[src/rtl/agp_pkg.sv]
`timescale 1ns/1ps
package agp_pkg;
    localparam int MODE_W = 3;

    typedef enum logic [1:0] {
        CLS_INPUT,
        CLS_ADDR_ALL,
        CLS_ADDR_DIR,
        CLS_GPIO_DIR
    } mode_cls_e;

    typedef enum logic [1:0] {
        FN_IN,
        FN_ADDR,
        FN_GPIO
    } pin_fn_e;

    function automatic mode_cls_e classify_mode(input logic [MODE_W-1:0] m);
        case (m)
            3'd1, 3'd4, 3'd5: return CLS_ADDR_ALL;
            3'd2, 3'd6:       return CLS_ADDR_DIR;
            3'd3, 3'd7:       return CLS_GPIO_DIR;
            default:          return CLS_INPUT;
        endcase
    endfunction
endpackage

[src/rtl/agp_regs.sv]
`timescale 1ns/1ps
module agp_regs #(
    parameter int W = 8,
    parameter int AW = 16,
    parameter logic [AW-1:0] DIR_ADDR = 16'hFEBB,
    parameter logic [AW-1:0] DAT_ADDR = 16'hFF6B,
    parameter logic [AW-1:0] PIN_ADDR = 16'hFF5B,
    parameter logic [AW-1:0] PUC_ADDR = 16'hFF72,
    parameter logic [W-1:0]  UNDEF_PAT = '1
) (
    input  logic          clk,
    input  logic          por_n,
    input  logic          man_rst_n,
    input  logic          hw_stby,
    input  logic          sw_stby,
    input  logic          bus_sel,
    input  logic          bus_wr,
    input  logic [AW-1:0] bus_addr,
    input  logic [W-1:0]  bus_wdata,
    input  logic [W-1:0]  pin_in,
    input  logic [W-1:0]  addr_in,
    output logic [W-1:0]  bus_rdata,
    output logic [W-1:0]  dir_q,
    output logic [W-1:0]  dat_q,
    output logic [W-1:0]  puc_q,
    output logic [W-1:0]  hold_q
);
    typedef struct packed {
        logic [W-1:0] dir;
        logic [W-1:0] dat;
        logic [W-1:0] puc;
        logic [W-1:0] rdata;
        logic [W-1:0] hold;
    } state_t;

    state_t s_d, s_q;
    logic   wr_en_d, rd_en_d;

    always_comb begin
        s_d     = s_q;
        wr_en_d = bus_sel && bus_wr && man_rst_n && !hw_stby;
        rd_en_d = bus_sel && !bus_wr;

        // address value remembered for software standby
        if (!sw_stby) begin
            s_d.hold = addr_in;
        end

        s_d.rdata = '0;
        if (rd_en_d) begin
            case (bus_addr)
                DIR_ADDR: s_d.rdata = UNDEF_PAT;
                DAT_ADDR: s_d.rdata = s_q.dat;
                PIN_ADDR: s_d.rdata = pin_in;
                PUC_ADDR: s_d.rdata = s_q.puc;
                default:  s_d.rdata = '0;
            endcase
        end

        if (wr_en_d) begin
            case (bus_addr)
                DIR_ADDR: s_d.dir = bus_wdata;
                DAT_ADDR: s_d.dat = bus_wdata;
                PUC_ADDR: s_d.puc = bus_wdata;
                default:  ;
            endcase
        end

        // manual reset spares the direction register
        if (!man_rst_n) begin
            s_d.dat = '0;
            s_d.puc = '0;
        end

        if (hw_stby) begin
            s_d.dir = '0;
            s_d.dat = '0;
            s_d.puc = '0;
        end
    end

    always_ff @(posedge clk or negedge por_n) begin
        if (!por_n) begin
            s_q <= '0;
        end else begin
            s_q <= s_d;
        end
    end

    assign bus_rdata = s_q.rdata;
    assign dir_q     = s_q.dir;
    assign dat_q     = s_q.dat;
    assign puc_q     = s_q.puc;
    assign hold_q    = s_q.hold;

    assert_dir_survives_R9: assert property (@(posedge clk) disable iff (!por_n)
        (!man_rst_n && !hw_stby) |=> $stable(dir_q));

    assert_manual_clear_R9: assert property (@(posedge clk) disable iff (!por_n)
        !man_rst_n |=> (dat_q == '0) && (puc_q == '0));

    assert_hw_clear_R10: assert property (@(posedge clk) disable iff (!por_n)
        hw_stby |=> (dir_q == '0) && (dat_q == '0) && (puc_q == '0));

    assert_dir_read_pattern_R3: assert property (@(posedge clk) disable iff (!por_n)
        (bus_sel && !bus_wr && bus_addr == DIR_ADDR) |=> bus_rdata == UNDEF_PAT);

    assert_standby_keeps_regs_R11: assert property (@(posedge clk) disable iff (!por_n)
        (sw_stby && !hw_stby && man_rst_n && !bus_sel) |=> $stable(dat_q) && $stable(puc_q) && $stable(hold_q));
endmodule

[src/rtl/agp_pin_cell.sv]
`timescale 1ns/1ps
module agp_pin_cell
    import agp_pkg::*;
(
    input  mode_cls_e cls,
    input  logic      dir_bit,
    input  logic      dat_bit,
    input  logic      addr_bit,
    input  logic      hold_bit,
    input  logic      puc_bit,
    input  logic      sw_stby,
    input  logic      keep_addr,
    input  logic      hw_stby,
    output logic      out_bit,
    output logic      oe_bit,
    output logic      pu_bit
);
    pin_fn_e fn_d;

    always_comb begin
        case (cls)
            CLS_ADDR_ALL: fn_d = FN_ADDR;
            CLS_ADDR_DIR: fn_d = dir_bit ? FN_ADDR : FN_IN;
            CLS_GPIO_DIR: fn_d = dir_bit ? FN_GPIO : FN_IN;
            default:      fn_d = FN_IN;
        endcase

        out_bit = 1'b0;
        oe_bit  = 1'b0;
        case (fn_d)
            FN_ADDR: begin
                if (!sw_stby) begin
                    out_bit = addr_bit;
                    oe_bit  = 1'b1;
                end else if (keep_addr) begin
                    out_bit = hold_bit;
                    oe_bit  = 1'b1;
                end
            end
            FN_GPIO: begin
                out_bit = dat_bit;
                oe_bit  = 1'b1;
            end
            default: ;
        endcase
        pu_bit = puc_bit && (fn_d == FN_IN);

        if (hw_stby) begin
            out_bit = 1'b0;
            oe_bit  = 1'b0;
            pu_bit  = 1'b0;
        end
    end
endmodule

[src/rtl/addr_gpio_port.sv]
`timescale 1ns/1ps
module addr_gpio_port
    import agp_pkg::*;
#(
    parameter int W = 8,
    parameter int AW = 16,
    parameter logic [AW-1:0] DIR_ADDR = 16'hFEBB,
    parameter logic [AW-1:0] DAT_ADDR = 16'hFF6B,
    parameter logic [AW-1:0] PIN_ADDR = 16'hFF5B,
    parameter logic [AW-1:0] PUC_ADDR = 16'hFF72,
    parameter logic [W-1:0]  UNDEF_PAT = '1
) (
    input  logic              clk,
    input  logic              por_n,
    input  logic              man_rst_n,
    input  logic              hw_stby,
    input  logic              sw_stby,
    input  logic              keep_addr,
    input  logic [MODE_W-1:0] mode,
    input  logic              bus_sel,
    input  logic              bus_wr,
    input  logic [AW-1:0]     bus_addr,
    input  logic [W-1:0]      bus_wdata,
    output logic [W-1:0]      bus_rdata,
    input  logic [W-1:0]      addr_in,
    input  logic [W-1:0]      pin_in,
    output logic [W-1:0]      pin_out,
    output logic [W-1:0]      pin_oe,
    output logic [W-1:0]      pu_en
);
    logic [W-1:0] dir_q, dat_q, puc_q, hold_q;
    mode_cls_e    cls_d;

    assign cls_d = classify_mode(mode);

    agp_regs #(
        .W(W), .AW(AW),
        .DIR_ADDR(DIR_ADDR), .DAT_ADDR(DAT_ADDR),
        .PIN_ADDR(PIN_ADDR), .PUC_ADDR(PUC_ADDR),
        .UNDEF_PAT(UNDEF_PAT)
    ) u_regs (
        .clk(clk), .por_n(por_n), .man_rst_n(man_rst_n),
        .hw_stby(hw_stby), .sw_stby(sw_stby),
        .bus_sel(bus_sel), .bus_wr(bus_wr), .bus_addr(bus_addr),
        .bus_wdata(bus_wdata), .pin_in(pin_in), .addr_in(addr_in),
        .bus_rdata(bus_rdata), .dir_q(dir_q), .dat_q(dat_q),
        .puc_q(puc_q), .hold_q(hold_q)
    );

    for (genvar i = 0; i < W; i++) begin : g_pin
        agp_pin_cell u_cell (
            .cls(cls_d), .dir_bit(dir_q[i]), .dat_bit(dat_q[i]),
            .addr_bit(addr_in[i]), .hold_bit(hold_q[i]), .puc_bit(puc_q[i]),
            .sw_stby(sw_stby), .keep_addr(keep_addr), .hw_stby(hw_stby),
            .out_bit(pin_out[i]), .oe_bit(pin_oe[i]), .pu_bit(pu_en[i])
        );
    end

    assert_hw_float_R10: assert property (@(posedge clk) disable iff (!por_n)
        hw_stby |-> (pin_oe == '0) && (pu_en == '0));

    assert_pullup_input_only_R12: assert property (@(posedge clk) disable iff (!por_n)
        (pu_en & pin_oe) == '0);

    assert_addr_modes_drive_R5: assert property (@(posedge clk) disable iff (!por_n)
        ((mode == 3'd1 || mode == 3'd4 || mode == 3'd5) && !sw_stby && !hw_stby)
        |-> (pin_oe == '1) && (pin_out == addr_in));

    assert_mode0_input_R8: assert property (@(posedge clk) disable iff (!por_n)
        (mode == 3'd0) |-> (pin_oe == '0) && (pin_out == '0));

    assert_standby_hold_R11: assert property (@(posedge clk) disable iff (!por_n)
        (sw_stby && $past(sw_stby) && keep_addr && mode == 3'd1 && $stable(mode) && !hw_stby && !$past(hw_stby))
        |-> $stable(pin_out));
endmodule

[config.mk]
export PLATFORM = sky130hd
export DESIGN_NAME = addr_gpio_port
export DESIGN_NICKNAME = d
export VERILOG_FILES = /design/src/rtl/agp_pkg.sv /design/src/rtl/agp_regs.sv /design/src/rtl/agp_pin_cell.sv /design/src/rtl/addr_gpio_port.sv
export SDC_FILE = /design/constraint.sdc
export NUM_CORES = 1
export LEC_CHECK = 0
export ABC_AREA = 1
export BUFFER_PORTS_ARGS = -buffer_cell sky130_fd_sc_hd__buf_2
export CORE_MARGIN = 5
export CORE_UTILIZATION = 49
export DETAILED_ROUTE_END_ITERATION = 10
export GPL_TIMING_DRIVEN = 0
export PLACE_DENSITY = 0.79
export REMOVE_ABC_BUFFERS = 1
export SLEW_MARGIN = 30
export SYNTH_ARGS = -nofsm -noshare
export SYNTH_HDL_FRONTEND = slang
export SYNTH_SLANG_ARGS = --single-unit
[constraint.sdc]
create_clock -name clk -period 1.3 [get_ports clk]
set_input_delay 0.13 -clock clk [delete_from_list [all_inputs] [get_ports clk]]
set_output_delay 0.13 -clock clk [all_outputs]
set_load 0.05 [all_outputs]
==> run metrics, run 1 <==
root buf cell=clkbuf_8; Avg Cell Area, Syn=6.80 sq um; routability congestion estimate=0.878; failing checks=negative setup slack; post-synth cell types=25; Pwr Density=a little under 800 nW/um^2; clk slew on worst S/H paths=0.09 ns; area of the multi-input gates=1670 sq um; mapped cell area=2770 sq um; WL final=8640 um; # clock sinks=40; die width=between 80 and 90 um; Ports=83; Synth Instances=407; Worst-Skew Late Latency=0.31 ns; Ys Warns=0; first-pass GRT wire length=approximately 13000 um; # rows=27; status=finished, violations left; proportion of layout cells with a drive suffix above 1=42.7%; WHS Endpoint=u_regs.hold_q[1]$_DFFE_PN0N_; CTS tree=done; area grow syn2layout=35.7%; Placeable Area=around 5500 sq um; Req. time, crit path=1.17 ns; DRC violations left=0; Worst Tran Pin Value=0.534 ns; full die area=7250 sq um; Final min period=~1.5 ns; vias in the first global route=2887; Starting Density=50.2%; Finish-stage setup viols=24; Hold Path Stages=3; Final Cell Area=3750 sq um; DRT iter0 DRCs=around 320; CP Launch Type=register; post-route ant nets=0; Final #Nets=535; DP HPWL=around 5600 um; Hold Startpoint=addr_in[1]; setup_tns=-3.29 ns; Max-slew headroom=between 60% and 70%; gr usage total=22.7%; vias per cell=5.49; vias=just over 3000; PortBufs=82; H-tree depth=2; Pleak=1.99 nW; flops & latches, synth=40; Hold Vio Cnt, Final=0; final setup skew=about 0.013 ns; RR Startpoint=u_regs.dir_q[4]$_DFFE_PN0P_; drt wl/cell=15.5 um; FF-to-FF path depth=4; Worst Path Arrival=1.40 ns; gr ovfl total=0; Final Core Density=a little under 70%; unrepaired setup endpoints after global routing=yes; Final WS setup=-0.230 ns; final period utilization=118%; die span in y=around 85 um; post-place instance area=~3000 sq um; CTS Buf Count=5; CP Capture Type=output port; filler cell count=428; max-slew violation count=0; CP max FO=5; Hold Path Class=in2reg; largest net degree at the start of global routing=41; VDD IR max=0.000529 V; Reg2Reg Setup Slack=0.33 ns; Bufs on Longest Clock Path=2; register area=~1000 sq um; TritonRoute pass-1 iters=7; critical path class=reg2out; initial antenna violation count=0; reg2reg end=u_regs.dir_q[4]$_DFFE_PN0P_; max-cap viol count=0; Seq/Total Area, Yosys=a little over a third; antenna cells=0; post-place setup slack=-0.414 ns; fmax=654 MHz
-- metrics by stage --
step	std cells	power [mW]	hold WS (ns)
after floorplan	373	1.53	-0.166
after global placement	527	1.71	0.304
after detailed placement	527	1.73	0.311
after CTS	545	2.91	0.0333
after global routing	557	3.09	0.0485
final	557	2.98	0.0582
-- report_power, final --
group	total (mW)	switching [mW]	internal (mW)
clock network	1.14	0.465	0.678
logic	0.567	0.383	0.184
registers	1.27	0.00596	1.26
-- cell families (layout without fill, tap and decap cells) --
| logic type | after synthesis | in the layout | share of synthesized area, % |
|---|---|---|---|
| AO/OA/AOI/OAI | 26 | 26 | 6.24 |
| buffers and inverters | 64 | 142 | 12.3 |
| flip-flops | 40 | 40 | 36.2 |
| AND/OR/NAND/NOR | 277 | 277 | 45.3 |
-- layout by cell type, fill, tap and decap left out, drive strengths merged --
cell           n
clkinv         2
buf          101
a22oi          7
clkbuf         7
dfrtp         40
nand4         10
a211oi         4
dlygate4sd3    1
clkinvlp       3
a2111oi        3
a21oi          8
nor2          61
nand2        163
nor3           3
nand3         40
o21ai          4
bufinv         1
inv           27
-- timing repair --
item	4_1_cts	5_1_grt
setup endpoints to repair	24	24
hold endpoints to repair	37	0
cloned	1	1
hold buffers	1	0
setup buffers	8	11
pin swaps	7	18
gates resized for setup	81	39
-- cell type report --
type                    instances  area share, %
well taps                      72           2.40
multi-input cells             303           44.4
clock buffers                   7           2.57
inverters                      30           3.30
clock inverters                 1          0.800
flip-flops and latches         40           26.8
repair inverters                2          0.267
repair buffers                102           19.5
-- worst max path at each step --
| stage | start | to | slack (ns) | cells after the start |
|---|---|---|---|---|
| after detailed placement | mode[0] | pu_en[0] | -0.41 | 5 |
| after global placement | hw_stby | pu_en[4] | -0.40 | 5 |
| after CTS | u_regs.dir_q[0]$_DFFE_PN0P_ | pu_en[0] | -0.16 | 2 |
| after floorplan | mode[0] | pu_en[0] | -1.73 | 3 |
| after global routing | u_regs.dir_q[2]$_DFFE_PN0P_ | pu_en[2] | -0.26 | 3 |
| final | u_regs.dir_q[2]$_DFFE_PN0P_ | pu_en[2] | -0.23 | 3 |
-- cells in the mapped netlist --
library cell | n | area [sq um]
nor2_1 | 42 | 158
nand4_1 | 10 | 62.6
a22oi_1 | 7 | 52.6
a2111oi_0 | 3 | 26.3
clkinv_2 | 1 | 5.00
nand2_1 | 155 | 582
inv_1 | 19 | 71.3
dfrtp_1 | 40 | 1000
buf_2 | 7 | 35.0
buf_4 | 24 | 180
nand2_2 | 4 | 25.0
a211oi_1 | 4 | 30.0
clkbuf_1 | 2 | 7.51
nor2_8 | 1 | 20.0
buf_1 | 1 | 3.75
inv_2 | 10 | 37.5
nand3_1 | 40 | 200
o21ai_2 | 1 | 8.76
a21oi_1 | 8 | 40.0
o21ai_1 | 3 | 15.0
nor3_4 | 2 | 32.5
nor2_4 | 2 | 22.5
nand2_4 | 4 | 45.0
nor3_1 | 1 | 5.00
nor2_2 | 16 | 100
-- worst max-delay path, cell delays in order (launching register included) --
cell       delay (ns)
dfrtp_2          0.45
buf_6            0.13
a2111oi_4        0.31
buf_6            0.21
-- routing by layer --
metal	vias to the layer above	global-route usage, %	part of all wire [%]
met2	172	36.7	49
met1	1414	28.0	38
li1	1423	-	-
met5	-	0	0
met4	0	14.2	4.9
met3	48	4.08	7.7
-- flip-flops by register name (all words and copies together) (netlist names) --
name,cells
u_regs.bus_rdata,8
u_regs.dat_q,8
u_regs.dir_q,8
u_regs.hold_q,8
u_regs.puc_q,8
Note: power is estimated with default switching activity, not from simulation.
==> inputs of run 2 (changes only) <==
Settings changed: PLACE_DENSITY 0.79 to 0.78, SYNTH_HIERARCHICAL from default to 1.
==> run 2 against run 1 <==
Compared with the run above: the run still ends with negative setup slack left; global-route usage shrank 1.3 points; flip-flop and latch count stayed put; routed wire length barely moved; final cell count up 18%; count of clock-buffer cells in the layout shrank 2; sequential power about the same; maximum frequency increased by 5.3%; core utilization increased by 0.41 points; critical endpoint is now pin_oe[3].
==> run metrics, run 2 <==
status=finished, violations left (unchanged); failing checks=negative setup slack (unchanged); fmax=688 MHz (was 654 MHz); Post-Synth Adder-Cell Area=0% (unchanged); synth top area cells=dfrtp_1 34%, nand2_1 21%, nor2_1 9.5%, inv_1 7.3%, nand3_1 6.7% (was dfrtp_1 36%, nand2_1 21%, nand3_1 7.2%, buf_4 6.5%, nor2_1 5.7%); share of flip-flops with an asynchronous set or reset=100% (unchanged); Post-Synth Simple-Gate Area=47.9% (was 45.3%); Worst Path Arrival=1.32 ns (was 1.40 ns); CP Capture Type=output port (unchanged); Ports=83 (unchanged); final period utilization=112% (was 118%); unrepaired setup endpoints after global routing=yes (unchanged); post-synthesis xor/xnor area fraction=0% (unchanged); DRT iter0 DRCs=227 (was 317); TritonRoute pass-1 iters=4 (was 7); full die area=7730 sq um (was 7250 sq um); Compound-Gate Fraction of Synth Area=3.70% (was 6.24%); routability congestion estimate=0.825 (was 0.878); Hold Vio Cnt, Final=0 (unchanged); max-slew violation count=0 (unchanged); final setup skew=0.0121 ns (was 0.0129 ns); Starting Density=50.2% (about the same); Worst Tran Pin Value=0.637 ns (was 0.534 ns); mux contribution to synthesized area=3.03% (was 0%); # rows=28 (was 27); post-synth cell types=20 (was 25); Worst-Skew Late Latency=0.30 ns (was 0.31 ns); Synth Instances=479 (was 407); Pleak=2.36 nW (was 1.99 nW); CTS Buf Count=5 (unchanged); vias per cell=5.14 (was 5.49); antenna cells=0 (unchanged); most frequent cells in the layout=162 x nand2_1, 61 x nor2_1, 56 x inv_1 (was 142 x nand2_1, 55 x buf_2, 36 x nor2_1, 36 x dfrtp_1, 32 x nand3_1); post-synth top area cell=dfrtp_1 (unchanged); die width=87.9 um (was 85.1 um); Final min period=1.45 ns (was 1.53 ns); Seq/Total Area, Yosys=33.7% (was 36.2%); Max-slew headroom=57.5% (was 64.4%); Final Cell Area=4060 sq um (was 3750 sq um); Final #Nets=630 (was 535); die span in y=87.9 um (was 85.1 um); VDD IR max=0.000447 V (was 0.000529 V); count leader, synth=nand2_1 (unchanged); Ys Warns=6 (was 0); sequential share of power=42.9% (was 42.6%); FF-to-FF path depth=5 (was 4); most common cell after layout, fill and taps aside=nand2_1 (unchanged); share of the synthesized area in the top cell type=33.7% (was 36.2%); flops & latches, synth=40 (unchanged); CP Launch Type=register (unchanged); DP HPWL=5850 um (was 5580 um); DRC violations left=0 (unchanged); critical path's largest stage delay=0.43 ns (was 0.45 ns); vias=3364 (was 3057); critical path class=reg2out (unchanged); CP max FO=3 (was 5); post-route ant nets=0 (unchanged); clock power share=34.9% (was 38.4%); Req. time, crit path=1.17 ns (about the same); clk slew on worst S/H paths=0.09 ns (about the same); mapped cell area=2970 sq um (was 2770 sq um); # clock sinks=40 (unchanged); vias in the first global route=3175 (was 2887); gr ovfl total=0 (unchanged); H-tree depth=2 (unchanged); initial antenna violation count=0 (unchanged); Finish-stage setup viols=18 (was 24); proportion of layout cells with a drive suffix above 1=36.2% (was 42.7%); Comb power frac=22.2% (was 19.0%); Hold Path Stages=2 (was 3); drt wl/cell=13.2 um (was 15.5 um); Design Power=2.99 mW (was 2.98 mW); Bufs on Longest Clock Path=2 (unchanged); area grow syn2layout=36.5% (was 35.7%); PortBufs=82 (unchanged); Hold Path Class=in2reg (unchanged); Pwr Density=737 nW/um^2 (was 794 nW/um^2); Avg Cell Area, Syn=6.21 sq um (was 6.80 sq um); Final Core Density=68.6% (was 68.2%); largest net degree at the start of global routing=41 (unchanged); WL final=8650 um (was 8640 um); setup_tns=-1.59 ns (was -3.29 ns); register area=1000 sq um (was 1010 sq um); max-cap viol count=0 (unchanged); Placeable Area=5920 sq um (was 5510 sq um); slowest cell on the critical path=dfrtp_1 (was dfrtp_2); root buf cell=clkbuf_8 (unchanged); area of the multi-input gates=1790 sq um (was 1670 sq um); top cells by count, synth=169 x nand2_1, 75 x nor2_1, 58 x inv_1 (was 155 x nand2_1, 42 x nor2_1, 40 x dfrtp_1, 40 x nand3_1, 24 x buf_4); Final WS setup=-0.153 ns (was -0.230 ns); CTS tree=done (unchanged); Net Sw Frac=30.5% (was 28.7%); first-pass GRT wire length=13500 um (was 13300 um); sw power=0.914 mW (was 0.854 mW); post-place instance area=3450 sq um (was 3040 sq um); crit path cell chain=nand2_1 -> o21ai_2 -> nand2_2 -> a21oi_2 -> buf_6 (was buf_6 -> a2111oi_4 -> buf_6); internal power=2.08 mW (was 2.13 mW); gr usage total=21.5% (was 22.7%); Post-synth EDFFs=0 (unchanged); main combinational cell family by area after synthesis=simple AND/OR/NAND/NOR gates (unchanged); Primary FF master, synth=dfrtp_1 (unchanged); filler cell count=503 (was 428)
-- run 2: cell types whose count changed after synthesis, moves of 7 or more --
cell	change
nor2_1	+33
inv_1	+39
a22oi_1	-7
inv_2	+8
nand2_1	+14
buf_4	-23
mux2_2	+8
o21ai_2	+7
clkinv_1	+8
-- run 2: final timing paths --
| path | slack, ns | to | startpoint |
|---|---|---|---|
| max | -0.15 | pin_oe[3] | u_regs/dir_q[3]$_DFFE_PN0P_ |
| min | 0.08 | u_regs/hold_q[5]$_DFFE_PN0N_ | addr_in[5] |
| max reg2reg | 0.24 | u_regs/dir_q[7]$_DFFE_PN0P_ | u_regs/dir_q[7]$_DFFE_PN0P_ |
| min reg2reg | 0.52 | u_regs/hold_q[1]$_DFFE_PN0N_ | u_regs/hold_q[1]$_DFFE_PN0N_ |
| max in group asynchronous | 0.59 | u_regs/dat_q[6]$_DFFE_PN0P_ | por_n |
| min in group asynchronous | 0.34 | u_regs/dat_q[7]$_DFFE_PN0P_ | por_n |
-- run 2: logic make-up after synthesis --
family | after synthesis
AND/OR/NAND/NOR | 324
flip-flops | 40
multiplexers | 8
buffers and inverters | 91
AO/OA/AOI/OAI | 16
-- run 2: per-stage QoR --
| step | instances | hold WS (ns) | setup WS, ns |
|---|---|---|---|
| after floorplan | 473 | -0.166 | -0.564 |
| after global placement | 630 | 0.302 | -0.894 |
| after detailed placement | 630 | 0.319 | -0.921 |
| after CTS | 645 | 0.0778 | -0.0932 |
| after global routing | 655 | 0.0885 | -0.221 |
| final | 655 | 0.0790 | -0.153 |
-- run 2: what timing repair did --
| item | in CTS | in global routing |
|---|---|---|
| resized for setup | 50 | 50 |
| gates cloned | 1 | 2 |
| pin swaps | 1 | 32 |
| hold buffers | 1 | 0 |
| endpoints found under the hold margin | 23 | 0 |
| buffers inserted | 5 | 8 |
| setup endpoints to repair | 24 | 31 |
-- run 2: worst max-delay path, delay by kind of cell (launching register included) --
kind / cells / cell delay, ns
AOI/OAI and AO/OA: 2 / 0.23
and+or+nand+nor: 2 / 0.18
buffers and inverters: 1 / 0.17
DFF: 1 / 0.43
-- run 2: per-layer routing --
| layer | wire, um | track usage [%] |
|---|---|---|
| met1 | 3470 | 26.4 |
| met2 | 4480 | 38.9 |
| met3 | 560 | 3.48 |
| met4 | 134 | 5.44 |
| met5 | 0 | 0 |
-- run 2: layout make-up --
| cell class | count | area share [%] |
|---|---|---|
| clock inverter | 3 | 1.05 |
| tap | 75 | 2.31 |
| inverter | 85 | 7.98 |
| clock buffer | 5 | 1.69 |
| timing repair buffer | 97 | 18.1 |
| multi-input combinational | 350 | 44.2 |
| sequential | 40 | 24.7 |
-- run 2: power by group through the flow --
| stage | registers, mW | logic (mW) | clock network, mW |
|---|---|---|---|
| after detailed placement | 1.31 | 0.536 | 0 |
| final | 1.28 | 0.665 | 1.05 |
| after CTS | 1.28 | 0.583 | 1.06 |
| after global routing | 1.29 | 0.730 | 1.11 |
| after floorplan | 1.30 | 0.318 | 0 |
| after global placement | 1.30 | 0.518 | 0 |
==> inputs of run 3 (changes only) <==
Settings changed: BUFFER_PORTS_ARGS -buffer_cell sky130_fd_sc_hd__buf_2 to -buffer_cell sky130_fd_sc_hd__clkbuf_2.
==> run 3 against run 2 <==
Compared with the run above: the run still ends with negative setup slack left; setup slack worse by 0.014 ns; combinational power up 5.0%; first-iteration DRC count is 26% higher; clock skew down 0.0066 ns; routed wire length rose by 5.0%; total power up 1.5%; core utilization rose by 1.3 points; via count rose by 0.33%.
==> run metrics, run 3 (synthesis gave the netlist of run 2 again) <==
die width=87.9 um (unchanged); TritonRoute pass-1 iters=6 (was 4); initial antenna violation count=0 (unchanged); first-pass GRT wire length=14300 um (was 13500 um); most frequent CP cell=nor2_1; internal power=2.09 mW (was 2.08 mW); Pleak=2.35 nW (was 2.36 nW); sw power=0.946 mW (was 0.914 mW); Worst Tran Pin Value=0.662 ns (was 0.637 ns); crit path buf inv count=2 (was 1); Final min period=1.47 ns (was 1.45 ns); CP top delay family=simple AND/OR/NAND/NOR gates (was flip-flops); DP HPWL=5820 um (was 5850 um); CTS tree=done (unchanged); CTS Buf Count=5 (unchanged); area grow syn2layout=39.2% (was 36.5%); max-slew violation count=0 (unchanged); VDD IR max=0.000583 V (was 0.000447 V); # clock sinks=40 (unchanged); vias in the first global route=3139 (was 3175); Net Sw Frac=31.1% (was 30.5%); Req. time, crit path=1.17 ns (about the same); antenna cells=0 (unchanged); post-place instance area=3450 sq um (about the same); Bufs on Longest Clock Path=2 (unchanged); final cell count without fillers=651 (was 655); Hold Startpoint=bus_wdata[5] (was addr_in[5]); register area=1000 sq um (unchanged); largest net degree at the start of global routing=41 (unchanged); final period utilization=113% (was 112%); crit path cell chain=clkinv_2 -> nand2_1 -> nand2_1 -> nor2_1 -> nor2_1 -> nor2_1 -> clkbuf_8 (was nand2_1 -> o21ai_2 -> nand2_2 -> a21oi_2 -> buf_6); Worst-Skew Late Latency=0.30 ns (about the same); Final Cell Area=4140 sq um (was 4060 sq um); die span in y=87.9 um (unchanged); RR Startpoint=u_regs/hold_q[4]$_DFFE_PN0N_ (was u_regs/dir_q[7]$_DFFE_PN0P_); CP Capture Type=output port (unchanged); Starting Density=50.2% (unchanged); vias per cell=5.18 (was 5.14); Worst Path Arrival=1.34 ns (was 1.32 ns); H-tree depth=2 (unchanged); post-route ant nets=0 (unchanged); clock power share=34.7% (was 34.9%); gr usage total=23.3% (was 21.5%); PortBufs=82 (unchanged); Design Power=3.04 mW (was 2.99 mW); Pwr Density=734 nW/um^2 (was 737 nW/um^2); Comb power frac=23.0% (was 22.2%); CP max FO=2 (was 3); final setup skew=0.00548 ns (was 0.0121 ns); # rows=28 (unchanged); clk slew on worst S/H paths=0.09 ns (about the same); CP Launch Type=register (unchanged); most common cell after layout, fill and taps aside=nand2_1 (unchanged); Hold Vio Cnt, Final=0 (unchanged); sequential share of power=42.3% (was 42.9%); CP startpoint=u_regs/hold_q[7]$_DFFE_PN0N_ (was u_regs/dir_q[3]$_DFFE_PN0P_); proportion of layout cells with a drive suffix above 1=35.4% (was 36.2%); root buf cell=clkbuf_8 (unchanged); full die area=7730 sq um (unchanged); status=finished, violations left (unchanged); DRC violations left=0 (unchanged); drt wl/cell=13.9 um (was 13.2 um); most frequent cells in the layout=164 x nand2_1, 63 x nor2_1, 56 x inv_1 (was 162 x nand2_1, 61 x nor2_1, 56 x inv_1); fmax=682 MHz (was 688 MHz); Ports=83 (unchanged); Placeable Area=5920 sq um (unchanged); placed cell count=630 (unchanged); unrepaired setup endpoints after global routing=yes (unchanged); WL final=9080 um (was 8650 um); DRT iter0 DRCs=287 (was 227); area of the multi-input gates=1840 sq um (was 1790 sq um); Final #Nets=626 (was 630); failing checks=negative setup slack (unchanged); filler cell count=481 (was 503); critical path's largest stage delay=0.37 ns (was 0.43 ns); max-cap viol count=0 (unchanged); slowest cell on the critical path=dfrtp_1 (unchanged); critical path class=reg2out (unchanged); gr ovfl total=0 (unchanged); Final WS setup=-0.167 ns (was -0.153 ns); vias=3375 (was 3364); Finish-stage setup viols=22 (was 18); routability congestion estimate=0.828 (was 0.825); Hold Path Class=in2reg (unchanged); Max-slew headroom=55.8% (was 57.5%)
## run 3: cell types whose count changed in the layout (fill, tap and decap cells not counted), moves of 2 or more
cell,before,now
buf_2,54,0
clkbuf_2,0,54
buf_6,24,3
buf_8,0,14
clkbuf_8,5,14
buf_4,14,8
nor2_2,24,18
nor2_4,3,7
inv_2,25,23
nand2_1,162,164
nand2_2,15,13
nor2_1,61,63
## run 3: worst reg2reg max path: stages (launching register included)
cell	delay (ns)
dfrtp_1	0.42
buf_4	0.15
mux2_2	0.27
## run 3: path summary, 6_finish.rpt
| check | end | slack [ns] | depth (start not counted) |
|---|---|---|---|
| worst max-delay path | pin_out[7] | -0.17 | 7 |
| worst min-delay path | u_regs/dir_q[5]$_DFFE_PN0P_ | 0.08 | 3 |
| worst max register to register | u_regs/hold_q[4]$_DFFE_PN0N_ | 0.36 | 2 |
| worst min register to register | u_regs/hold_q[1]$_DFFE_PN0N_ | 0.52 | 1 |
| max in group asynchronous | u_regs/puc_q[0]$_DFFE_PN0P_ | 0.53 | 2 |
| min in group asynchronous | u_regs/dat_q[7]$_DFFE_PN0P_ | 0.39 | 2 |
## run 3: final cells by class
type,instances,area share [%]
Clock buffer,5,1.66
Timing Repair Buffer,93,18.6
Clock inverter,3,1.03
Tap cell,75,2.27
Multi-Input combinational cell,350,44.4
Sequential cell,40,24.2
Inverter,85,7.92
## run 3: what timing repair did
item | 4_1_cts | 5_1_grt
endpoints found under the setup margin | 24 | 32
hold endpoints to repair | 40 | 0
buffers inserted | 3 | 6
resized for setup | 73 | 47
cloned | 2 | 1
hold buffers | 1 | 0
pin swaps | 4 | 23
## run 3: per-stage QoR
step | util (%) | hold WS (ns) | setup slack (ns) | TNS (ns)
detailed placement | 58.3 | 0.189 | -1.09 | -28.46
global route | 69.9 | 0.0933 | -0.296 | -3.44
finish | 69.9 | 0.0810 | -0.167 | -1.94
floorplan | - | -0.166 | -0.564 | -10.82
global placement | 58.3 | 0.339 | -0.991 | -26.50
CTS | 66.4 | 0.0741 | -0.115 | -1.42
## run 3: power by group through the flow
| stage | sequential, mW | clock, mW | combinational (mW) |
|---|---|---|---|
| floorplan | 1.30 | 0 | 0.318 |
| global placement | 1.30 | 0 | 0.518 |
| detailed placement | 1.31 | 0 | 0.538 |
| CTS | 1.28 | 1.07 | 0.622 |
| global route | 1.29 | 1.12 | 0.762 |
| finish | 1.29 | 1.06 | 0.698 |
## run 3: per-layer routing
metal | part of all wire [%] | up-vias | track usage (%)
li1 | - | 1644 | -
met1 | 38 | 1566 | 28.9
met5 | 0 | - | 0
met3 | 8.6 | 24 | 4.14
met2 | 51 | 141 | 40.8
met4 | 2.8 | 0 | 7.67
